**src/rtl/dacfe_pkg.sv**
```systemverilog
// Shared definitions for the double-buffered converter front end.
// Assumes a two-bit mode field; the unused encoding is treated as binary.
package dacfe_pkg;

    typedef enum logic [1:0] {
        MODE_BIN  = 2'd0,
        MODE_CBIN = 2'd1,
        MODE_OBIN = 2'd2,
        MODE_RSVD = 2'd3
    } code_mode_e;

endpackage

```
**src/rtl/seg_latch.sv**
```systemverilog
// One input segment of the first rank: a level latch modelled on the clock.
// While wr_i is high the segment takes d_i at every edge; otherwise it holds.
// nxt_o exposes the value the segment will hold after the coming edge, so a
// transparent second rank can pass data through in the same cycle.
// Assumes a synchronous active-low reset.
module seg_latch #(
    parameter int W = 4
) (
    input  logic         clk,
    input  logic         rst_n,
    input  logic         wr_i,
    input  logic [W-1:0] d_i,
    output logic [W-1:0] nxt_o
);

    logic [W-1:0] q;

    // Next segment value: data while open, stored value while closed.
    always_comb begin
        nxt_o = wr_i ? d_i : q;
    end

    // Segment storage.
    always_ff @(posedge clk) begin
        if (!rst_n) q <= '0;
        else        q <= nxt_o;
    end

    AST_SEG_KEEP: assert property (@(posedge clk) disable iff (!rst_n)
        !wr_i |=> $stable(q));

    AST_SEG_FOLLOW: assert property (@(posedge clk) disable iff (!rst_n)
        wr_i |=> (q == $past(d_i)));

endmodule

```
**src/rtl/strobe_mon.sv**
```systemverilog
// Pulse-width monitor for one level strobe.
// Counts consecutive high edges (saturating at MIN_CYC) and flags, while the
// strobe is sampled low just after a pulse, that the pulse was too short.
// Assumes MIN_CYC >= 1; with MIN_CYC == 1 no pulse can be short.
module strobe_mon #(
    parameter int MIN_CYC = 3
) (
    input  logic clk,
    input  logic rst_n,
    input  logic lvl_i,
    output logic short_o
);

    localparam int CW = $clog2(MIN_CYC + 1);
    localparam logic [CW-1:0] MIN_V = CW'(MIN_CYC);

    logic [CW-1:0] cnt;

    // High-time counter: saturates at the minimum, clears when low.
    always_ff @(posedge clk) begin
        if (!rst_n)          cnt <= '0;
        else if (!lvl_i)     cnt <= '0;
        else if (cnt < MIN_V) cnt <= cnt + 1'b1;
    end

    // Short pulse: strobe just closed after fewer than the minimum edges.
    always_comb begin
        short_o = !lvl_i && (cnt != '0) && (cnt < MIN_V);
    end

endmodule

```
**src/rtl/hold_reg.sv**
```systemverilog
// Second-rank holding register. Follows the input rank while load_i is high
// and keeps its contents while it is low. d_i is the input rank's next value.
// Assumes a synchronous active-low reset.
module hold_reg #(
    parameter int W = 12
) (
    input  logic         clk,
    input  logic         rst_n,
    input  logic         load_i,
    input  logic [W-1:0] d_i,
    output logic [W-1:0] q_o
);

    // Holding register update.
    always_ff @(posedge clk) begin
        if (!rst_n)      q_o <= '0;
        else if (load_i) q_o <= d_i;
    end

    AST_HOLD_KEEP: assert property (@(posedge clk) disable iff (!rst_n)
        !load_i |=> $stable(q_o));

    AST_HOLD_TRACK: assert property (@(posedge clk) disable iff (!rst_n)
        load_i |=> (q_o == $past(d_i)));

endmodule

```
**src/rtl/code_map.sv**
```systemverilog
// Output stage: maps the holding register to a registered output code and a
// signed level according to the selected interpretation.
// Assumes the reserved mode encoding behaves as straight binary.
module code_map
    import dacfe_pkg::*;
#(
    parameter int W = 12
) (
    input  logic                clk,
    input  logic                rst_n,
    input  logic [1:0]          mode_i,
    input  logic [W-1:0]        hold_i,
    output logic [W-1:0]        code_o,
    output logic signed [W:0]   level_o
);

    localparam logic [W:0] MID = (W+1)'(1) << (W-1);

    logic [W-1:0] code_n;
    logic [W:0]   level_n;

    // Combinational mapping of the held word.
    always_comb begin
        code_n  = hold_i;
        level_n = {1'b0, hold_i};
        case (code_mode_e'(mode_i))
            MODE_CBIN: begin
                code_n  = ~hold_i;
                level_n = {1'b0, ~hold_i};
            end
            MODE_OBIN: begin
                level_n = {1'b0, hold_i} - MID;
            end
            default: ;
        endcase
    end

    // Output registers.
    always_ff @(posedge clk) begin
        if (!rst_n) begin
            code_o  <= '0;
            level_o <= '0;
        end else begin
            code_o  <= code_n;
            level_o <= $signed(level_n);
        end
    end

    AST_CMAP_COMP: assert property (@(posedge clk) disable iff (!rst_n)
        (mode_i == MODE_CBIN) |=> (code_o == ~$past(hold_i)));

    AST_CMAP_BIPOLAR: assert property (@(posedge clk) disable iff (!rst_n)
        (mode_i == MODE_OBIN) |=>
            (level_o == ($signed({1'b0, $past(hold_i)}) - $signed(MID))));

endmodule

```
**src/rtl/dac_dbuf_front.sv**
```systemverilog
// Double-buffered segmented input register for a 12-bit converter.
// N_SEG input segments of SEG_W bits are written under an active-low chip
// select and per-segment enables; a level load strobe copies them into the
// holding register, which alone drives the mapped output. Every strobe is
// width-checked against MIN_STROBE_CYC and a short pulse sets a sticky flag.
// Assumes level strobes are synchronous to clk and a synchronous active-low reset.
module dac_dbuf_front
    import dacfe_pkg::*;
#(
    parameter int SEG_W          = 4,
    parameter int N_SEG          = 3,
    parameter int MIN_STROBE_CYC = 3,
    localparam int CODE_W        = SEG_W * N_SEG
) (
    input  logic                     clk,
    input  logic                     rst_n,
    input  logic                     cs_n,
    input  logic [N_SEG-1:0]         seg_en,
    input  logic                     load,
    input  logic [CODE_W-1:0]        din,
    input  logic [1:0]               mode,
    output logic [CODE_W-1:0]        code_out,
    output logic signed [CODE_W:0]   level_out,
    output logic                     timing_err
);

    logic [N_SEG-1:0]  seg_wr;
    logic [CODE_W-1:0] seg_nxt;
    logic [CODE_W-1:0] hold_q;
    logic [N_SEG:0]    short_v;

    // First rank: one latch and one width monitor per segment.
    for (genvar g = 0; g < N_SEG; g++) begin : g_seg
        assign seg_wr[g] = ~cs_n & seg_en[g];

        seg_latch #(.W(SEG_W)) u_lat (
            .clk   (clk),
            .rst_n (rst_n),
            .wr_i  (seg_wr[g]),
            .d_i   (din[g*SEG_W +: SEG_W]),
            .nxt_o (seg_nxt[g*SEG_W +: SEG_W])
        );

        strobe_mon #(.MIN_CYC(MIN_STROBE_CYC)) u_mon (
            .clk     (clk),
            .rst_n   (rst_n),
            .lvl_i   (seg_wr[g]),
            .short_o (short_v[g])
        );
    end

    strobe_mon #(.MIN_CYC(MIN_STROBE_CYC)) u_load_mon (
        .clk     (clk),
        .rst_n   (rst_n),
        .lvl_i   (load),
        .short_o (short_v[N_SEG])
    );

    hold_reg #(.W(CODE_W)) u_hold (
        .clk    (clk),
        .rst_n  (rst_n),
        .load_i (load),
        .d_i    (seg_nxt),
        .q_o    (hold_q)
    );

    code_map #(.W(CODE_W)) u_map (
        .clk     (clk),
        .rst_n   (rst_n),
        .mode_i  (mode),
        .hold_i  (hold_q),
        .code_o  (code_out),
        .level_o (level_out)
    );

    // Sticky timing-error flag.
    always_ff @(posedge clk) begin
        if (!rst_n) timing_err <= 1'b0;
        else        timing_err <= timing_err | (|short_v);
    end

    AST_RESET_CLEAR: assert property (@(posedge clk)
        !rst_n |=> (code_out == '0 && level_out == '0 && !timing_err));

    AST_SHORT_FLAG: assert property (@(posedge clk) disable iff (!rst_n)
        (|short_v) |=> timing_err);

    AST_ERR_STICKY: assert property (@(posedge clk) disable iff (!rst_n)
        timing_err |=> timing_err);

endmodule

```
**config.mk**
```make
export PLATFORM = sky130hd
export DESIGN_NAME = dac_dbuf_front
export DESIGN_NICKNAME = d
export VERILOG_FILES = /design/src/rtl/dacfe_pkg.sv /design/src/rtl/seg_latch.sv /design/src/rtl/strobe_mon.sv /design/src/rtl/hold_reg.sv /design/src/rtl/code_map.sv /design/src/rtl/dac_dbuf_front.sv
export SDC_FILE = /design/constraint.sdc
export NUM_CORES = 1
export LEC_CHECK = 0
export BUFFER_PORTS_ARGS = -buffer_cell sky130_fd_sc_hd__buf_4
export CAP_MARGIN = 0
export CORE_MARGIN = 2
export CORE_UTILIZATION = 40
export DETAILED_ROUTE_END_ITERATION = 10
export SETUP_SLACK_MARGIN = 0.2
export SKIP_CTS_REPAIR_TIMING = 1
export SLEW_MARGIN = 20
export SYNTH_ARGS = -nofsm -noshare
export SYNTH_HDL_FRONTEND = slang
export SYNTH_SLANG_ARGS = --single-unit
```
**constraint.sdc**
```tcl
create_clock -name clk -period 1.7 [get_ports clk]
set_input_delay 0.085 -clock clk [delete_from_list [all_inputs] [get_ports clk]]
set_output_delay 0.085 -clock clk [all_outputs]
set_load 0.01 [all_outputs]
```
==> impl_metrics.toml <==
[routing]
vias_per_cell = 4.55
drt_iter0_drc = 68
first_pass_iters = 5
wl_mm = 4.10
drc = 0
num_vias = 1632
wire_per_inst_um = 11.4
final_antenna_net_count = 0

[clocking]
cts_tree = "built"
cts_made_buffers = 9
cts.sinks = 58
clock-root-buffer = "clkbuf_8"
worstSkewPairLatency_ns = 0.33
cts_buffer_depth = 2
cts.htree.levels = 3
clk_pin_slew_ns = 0.07

[setup_path]
r2r-start = "u_load_mon.cnt[0]"
worstPathMaxFanout = 3
slowest_stage = "dfxtp_1"
startpoint_type = "flip-flop"
setup.worst_path.class = "flip-flop to flip-flop"
rr_worst_depth = 4
path_cells = "ha_1 -> nor3_1 -> a21oi_1 -> a31oi_1"
cp-endpoint = "timing_err"
reg2reg_slack_ns = 0.63
slowest_delay_ns = 0.33
cp-end-kind = "flip-flop"
cp.arrival_ns = 1.32
cp.required_ns = 1.96
cp-startpoint = "u_load_mon.cnt[0]"
r2r-end = "timing_err"

[global_routing]
grt_pass1_wl_mm = 7.02
grt_pass1_vias = 1497
grt_start_max_net_pins = 27
grt.overflow.total = 0
grt_usage_pct = 15.0
antenna_found_initial = 0

[timing]
fin_crit_ns = 1.07
setup_tns_ns = 0
hold_violations = 0
clock_skew_ns = 0.00436
finalMaxSlewViolations = 0
rsz0062_at_grt = "no"
slew_headroom_pct = 69.8
worst_slack_ns = 0.635
fmax_ghz = 0.939
finalSetupViolations = 0
worst_pin_slew_ns = 0.454
min_period_over_period_pct = 62.7

[place]
gp_congestion = 0.708
pre_cts_slack_ns = 0.436
dp.cells = 343
dpl.hpwl_mm = 2.92
io_buffers = 46

[synth]
synth_area_sq_um = 2270
synth_cell_types = 22
synth_top_area_share_pct = 51.2
yosysWarnings = 0
synth.yosys.seq_area_share_pct = 51.2
ys_ff_latch = 58
yosysTopAreaCell = "dfxtp_1"
syn_area_per_cell_sq_um = 9.62
synthArstFlopShare_pct = 0
netlist_instances = 236
synthTopCellsByCount = "nor2_1 (59), dfxtp_1 (58), mux2i_1 (16), a211oi_1 (12)"
synthFlopType = "dfxtp_1"
netlist_top_cells_area = "dfxtp_1 (51%), nor2_1 (9.8%), mux2i_1 (7.1%)"
synth_edf_count = 0
yosysMostFrequentCell = "nor2_1"
syn-num-nets = 268

[floorplan]
die_h_um = 79.3
fp.dieW_um = 79.3
fp.dieArea_sq_um = 6290
start_util_pct = 41.2
fp-row-count = 27
pin_count = 47
fp.coreArea_sq_um = 5510

[min_path]
worstHoldStart = "din[8]"
min_path_type = "input pin to flip-flop"
hold_depth = 3

[final_layout]
area_growth_pct = 26.2
antenna_cells = 0
fin_cells = 359
seq_area_sq_um = 1160
fin_nets = 314
drive_above_1_share_pct = 23.0
fillers = 535
multiInputGateArea_sq_um = 975

[flow_run]
cap_viol_max_count = 0

[power]
power_density_nw_per_um2 = 1130
leakagePower_nw = 1.28
finalPower_w = 0.00323
ir_drop_uv = 490

[outcome]
status = "finished clean"
cell usage in the layout (no fill, tap or decap), drive strengths merged, types with 2 or more instances in the layout:
cell type / n
a211oi: 12
a21oi: 2
buf: 50
bufinv: 2
clkbuf: 11
clkinv: 3
dfxtp: 58
ha: 11
inv: 11
mux2i: 16
nand2: 3
nand2b: 4
nor2: 59
nor3: 2
o21a: 11
o21ai: 11
or2: 3
xnor2: 11
xor2: 4
routing by layer:
layer	wire length (um)	up-vias	share of wire [%]	track usage, %
met5	0	-	0	0
met1	2020	720	49	19.6
met2	1750	44	43	21.3
met3	219	9	5.3	4.09
li1	-	859	-	-
met4	107	0	2.6	10.3
power breakdown:
part           total [W]  switching, W  internal, W
registers        0.00148     0.0000432      0.00144
logic           0.000350      0.000170     0.000181
clock network    0.00140      0.000536     0.000860
total            0.00323      0.000749      0.00248
cells by family after synthesis:
| logic type | Yosys count | share of synthesized area (%) |
|---|---|---|
| and+or+nand+nor | 71 | 12.6 |
| adders and majority gates | 11 | 6.06 |
| AOI/OAI and AO/OA | 38 | 11.4 |
| DFF | 58 | 51.2 |
| xor gates and xnor gates | 15 | 5.79 |
| muxes | 16 | 7.06 |
| buffers and inverters | 27 | 5.90 |
metrics by stage:
stage          util, %  instance area, sq um  hold WS (ns)
6_report          52.0                  2870       0.00314
3_3_place_gp      48.1                  2650         0.350
2_1_floorplan        -                  2270         0.236
5_1_grt           52.0                  2870       0.00417
4_1_cts           52.0                  2870     -0.000987
3_5_place_dp      48.1                  2650         0.350
layout make-up:
type	count	area share, %
clock buffer	11	4.93
clock inverter	5	2.71
inverter	12	1.57
multi-input combinational	151	34.0
sequential	58	40.5
tap	72	3.14
timing repair buffer	50	13.1
worst min-delay path by stage:
stage | endpoint | slack [ns]
floorplan | u_load_mon.cnt[0] | 0.24
global placement | g_seg[0].u_lat.q[2] | 0.35
detailed placement | g_seg[2].u_lat.q[0] | 0.35
CTS | g_seg[2].u_lat.q[0] | -0.001
global route | g_seg[2].u_lat.q[0] | 0.004
finish | g_seg[2].u_lat.q[0] | 0.003
registers in the layout, summed over array words and instances, names as in the netlist:
register	count
u_map.code_o	12
u_hold.q_o	12
u_map.level_o	13
timing_err	1
g_seg.u_mon.cnt	6
g_seg.u_lat.q	12
u_load_mon.cnt	2
worst max-delay path, delay by kind of cell (launching register included):
family,cells,cell delay [ns]
DFF,1,0.33
adders and majority gates,1,0.25
AOI/OAI and AO/OA,2,0.22
and+or+nand+nor,1,0.19
Power figures use the tool's default switching activity.
